File: src/rtl/rcc_pkg.sv
package rcc_pkg;
  localparam int REG_W   = 8;
  localparam int NUM_SRC = 4;

  localparam int BIT_POR = 0;
  localparam int BIT_EXT = 1;
  localparam int BIT_WDT = 2;
  localparam int BIT_BOD = 3;

  localparam logic [REG_W-1:0] POR_VALUE = REG_W'(1) << BIT_POR;
endpackage

File: src/rtl/rcc_src_qual.sv
module rcc_src_qual
  import rcc_pkg::*;
#(
  parameter int N = NUM_SRC
) (
  input  logic         ext_rst_i,
  input  logic         wdt_timeout_i,
  input  logic         wdt_rst_en_i,
  input  logic         bod_rst_i,
  output logic [N-1:0] hw_set_o,
  output logic [N-1:0] hw_clr_o
);
  logic wdt_hit;
  logic wdt_kill;

  always_comb begin
    wdt_kill = ext_rst_i | bod_rst_i;
    wdt_hit  = wdt_timeout_i & wdt_rst_en_i & ~wdt_kill;

    hw_set_o          = '0;
    hw_set_o[BIT_EXT] = ext_rst_i;
    hw_set_o[BIT_WDT] = wdt_hit;
    hw_set_o[BIT_BOD] = bod_rst_i;

    hw_clr_o          = '0;
    hw_clr_o[BIT_WDT] = wdt_kill;
  end
endmodule

File: src/rtl/rcc_flag_cell.sv
module rcc_flag_cell #(
  parameter logic INIT = 1'b0
) (
  input  logic clk,
  input  logic rst,
  input  logic hw_set,
  input  logic hw_clr,
  input  logic sw_clr,
  output logic q
);
  always_ff @(posedge clk) begin
    if (rst)
      q <= INIT;
    else if (hw_set)
      q <= 1'b1;
    else if (hw_clr || sw_clr)
      q <= 1'b0;
  end

  AST_CELL_SET_WINS: assert property (@(posedge clk) disable iff (rst)
    (hw_set && sw_clr) |=> q);
endmodule

File: src/rtl/reset_cause_reg.sv
module reset_cause_reg
  import rcc_pkg::*;
(
  input  logic             clk,
  input  logic             por_i,
  input  logic             ext_rst_i,
  input  logic             wdt_timeout_i,
  input  logic             wdt_rst_en_i,
  input  logic             bod_rst_i,
  input  logic             wr_en_i,
  input  logic [REG_W-1:0] wr_data_i,
  output logic [REG_W-1:0] rd_data_o
);
  localparam int RSVD_W = REG_W - NUM_SRC;

  logic [NUM_SRC-1:0] hw_set;
  logic [NUM_SRC-1:0] hw_clr;
  logic [NUM_SRC-1:0] sw_clr;
  logic [NUM_SRC-1:0] flags;

  rcc_src_qual #(.N(NUM_SRC)) u_qual (
    .ext_rst_i     (ext_rst_i),
    .wdt_timeout_i (wdt_timeout_i),
    .wdt_rst_en_i  (wdt_rst_en_i),
    .bod_rst_i     (bod_rst_i),
    .hw_set_o      (hw_set),
    .hw_clr_o      (hw_clr)
  );

  assign sw_clr = wr_en_i ? wr_data_i[NUM_SRC-1:0] : '0;

  for (genvar i = 0; i < NUM_SRC; i++) begin : g_flag
    rcc_flag_cell #(.INIT(POR_VALUE[i])) u_cell (
      .clk    (clk),
      .rst    (por_i),
      .hw_set (hw_set[i]),
      .hw_clr (hw_clr[i]),
      .sw_clr (sw_clr[i]),
      .q      (flags[i])
    );
  end

  if (RSVD_W > 0) begin : g_rsvd
    assign rd_data_o = {{RSVD_W{1'b0}}, flags};
  end else begin : g_full
    assign rd_data_o = flags;
  end

  AST_POR_VALUE: assert property (@(posedge clk)
    por_i |=> (rd_data_o == POR_VALUE));
  AST_POR_STICKY: assert property (@(posedge clk) disable iff (por_i)
    !(wr_en_i && wr_data_i[BIT_POR]) |=> (rd_data_o[BIT_POR] == $past(rd_data_o[BIT_POR])));
  AST_EXT_SET: assert property (@(posedge clk) disable iff (por_i)
    ext_rst_i |=> rd_data_o[BIT_EXT]);
  AST_WDT_GATED: assert property (@(posedge clk) disable iff (por_i)
    (wdt_timeout_i && !wdt_rst_en_i && !wr_en_i) |=> (rd_data_o[BIT_WDT] == $past(rd_data_o[BIT_WDT]) || $past(ext_rst_i || bod_rst_i)));
  AST_WDT_KILLED: assert property (@(posedge clk) disable iff (por_i)
    (ext_rst_i || bod_rst_i) |=> !rd_data_o[BIT_WDT]);
  AST_BOD_SET: assert property (@(posedge clk) disable iff (por_i)
    bod_rst_i |=> rd_data_o[BIT_BOD]);
  AST_W1C: assert property (@(posedge clk) disable iff (por_i)
    (wr_en_i && wr_data_i[BIT_BOD] && !bod_rst_i) |=> !rd_data_o[BIT_BOD]);
  AST_RSVD_ZERO: assert property (@(posedge clk) disable iff (por_i)
    wr_en_i |=> (rd_data_o[REG_W-1:NUM_SRC] == '0));
endmodule

File: config.mk
export PLATFORM = sky130hd
export DESIGN_NAME = reset_cause_reg
export DESIGN_NICKNAME = d
export VERILOG_FILES = /design/src/rtl/rcc_pkg.sv /design/src/rtl/rcc_src_qual.sv /design/src/rtl/rcc_flag_cell.sv /design/src/rtl/reset_cause_reg.sv
export SDC_FILE = /design/constraint.sdc
export NUM_CORES = 1
export LEC_CHECK = 0
export BUFFER_PORTS_ARGS = -buffer_cell sky130_fd_sc_hd__buf_4
export CAP_MARGIN = 10
export CELL_PAD_IN_SITES_DETAIL_PLACEMENT = 0
export CELL_PAD_IN_SITES_GLOBAL_PLACEMENT = 2
export CORE_MARGIN = 4
export CORE_UTILIZATION = 17
export CTS_CLUSTER_SIZE = 25
export DETAILED_ROUTE_END_ITERATION = 12
export GPL_TIMING_DRIVEN = 0
export PLACE_DENSITY_LB_ADDON = 0.25
export SLEW_MARGIN = 20
export SYNTH_ARGS = -nofsm -noshare
export SYNTH_HDL_FRONTEND = slang
export SYNTH_SLANG_ARGS = --single-unit
File: constraint.sdc
create_clock -name clk -period 1.9 [get_ports clk]
set_input_delay 0.19 -clock clk [delete_from_list [all_inputs] [get_ports clk]]
set_output_delay 0.19 -clock clk [all_outputs]
set_load 0.02 [all_outputs]
==> metrics.yaml <==
synth_cells: 22
fp.dieW_um: 44.9
crit_buf_inv: 2
met2_usage: 0.0745
max-vdd-ir-drop_mv: 0.203
start_util: 0.180
avgSynthCellArea_um2: 10.5
avgRoutedWirePerCell_um: 9.07
crit_path_start_kind: "flip-flop"
finalSetupViolCount: 0
synth_seq_cells: 4
min_period_ns: 0.996
required_ns: 1.71
drtAntennaViolNets: 0
p_leak_nw: 0.193
yosysWarnings: 0
worst-path-max-fanout: 2
fin_util: 0.303
path_common_cell: "buf_4"
cts-root-buf: "clkbuf_4"
path_class: "reg -> out"
final.setup_skew_ns: 0
grtUsageMet3: 0.0279
port_buffers: 14
grt_overflow_total: 0
die_area_mm2: 0.00202
syn_area_um2: 231
clock-sinks: 4
rsz0062_at_grt: "false"
powerDensity_mw_per_mm2: 677
hold_path.class: "in -> reg"
final_common_cell: "buf_4"
drive_gt1_frac: 0.667
finalWirelength_um: 517
cap_violations: 0
dp_hpwl_um: 435
fmax_mhz: 1000
largest-register: "g_flag.u_cell.q"
setup_tns_ns: 0
die_y_um: 44.9
grt.met1_usage: 0.0627
grt_pass1_vias: 203
rows: 13
cts_made_buffers: 3
final_nets: 59
cp_data_arrival_time_ns: 0.81
yosysSeqAreaShare: 0.346
diodes: 0
initialDrtViolationCount: 1
avgViaCountPerCell: 3.61
cts_tree: "done"
vias: 206
cts_setup_buffers: 0
placeableCoreArea_mm2: 0.00128
antenna_found_initial: 0
ctsHtreeMaxLevel: 1
outcome: "finished, final reports clean"
gp_congestion: 0.613
crit_family: "flip-flops"
grt_pass1_wl_um: 786
clock_latency_ns: 0.23
cpMaxStageDelayCell: "dfxtp_1"
endpoint_kind: "output pin"
grt.total_usage: 0.0581
layout_common_cells: "buf_4, conb_1, dfxtp_1, clkbuf_4"
cts_hold_buf: 0
largest_register_ffs: 4
drc: 0
grt_max_degree: 5
reg.largest.list: "g_flag.u_cell.q: 4 flops"
firstDrtPassIters: 3
slowest_delay_ns: 0.30
io_pins: 23
maxSlewViolCount: 0
clkSlewWorstSetupHoldPaths_ns: 0.04
crit_chain: "buf_4 > buf_4"
fin_crit_sh: 0.524
cts_max_path_buffers: 2
syn_to_final_growth_pct: 68.1
synth_cell_type_count: 9
finalHoldViolCount: 0
grt_busiest_layer: "met2"
cts_resized: 0
## layer usage
metal  share of wire  up-vias  wire, um
met1            0.38       89       195
met4           0.017        0         9
li1                -      102         -
met3            0.16        2        82
met5               0        -         0
met2            0.44       13       229
## layout make-up
cell class	instances	area [um2]
repair buffers	14	105
plain buffers	8	60.1
flip-flops and latches	4	80.1
fillers	146	896
well taps	15	18.8
multi-input cells	13	103
clock buffers	3	22.5
## kinds of logic (layout without fill, tap and decap cells)
group,after synthesis,after routing,synth area share
AO/OA/AOI/OAI,7,7,0.346
buffers and inverters,8,25,0.259
flip-flops,4,4,0.346
other,1,4,0.0162
AND/OR/NAND/NOR,2,2,0.0324
## final timing paths
path / start / end / slack, ns / cells past startpoint
setup / recovery: g_flag[0].u_cell.q / rd_data_o[0] / 0.90 / 2
hold reg to reg: g_flag[0].u_cell.q / g_flag[0].u_cell.q / 0.46 / 1
setup reg to reg: g_flag[2].u_cell.q / g_flag[2].u_cell.q / 0.94 / 2
hold / removal: bod_rst_i / g_flag[2].u_cell.q / 0.14 / 2
## where the power goes
group	internal, mW	switching [mW]	total, mW
combinational	0.0365	0.0266	0.0631
sequential	0.0893	0.00212	0.0914
clock	0.0709	0.0380	0.109
## per-stage QoR
step	setup WS, ns	cells	power (mW)	area (um2)	hold slack, ns
CTS	0.898	57	0.266	389	0.140
floorplan	0.972	25	0.128	243	0.254
detailed placement	0.943	54	0.157	367	0.389
finish	0.904	57	0.263	389	0.140
global route	0.880	57	0.274	389	0.144
global placement	0.963	54	0.156	367	0.383
## cell usage after synthesis (all sizes together)
master,instances,area [um2]
a21o,1,7.51
a21bo,1,10.0
conb,1,3.75
nand2,2,7.51
o21ba,2,20.0
dfxtp,4,80.1
a2111oi,1,27.5
a21boi,2,15.0
buf,8,60.1
Note: power is estimated with default switching activity, not from simulation.
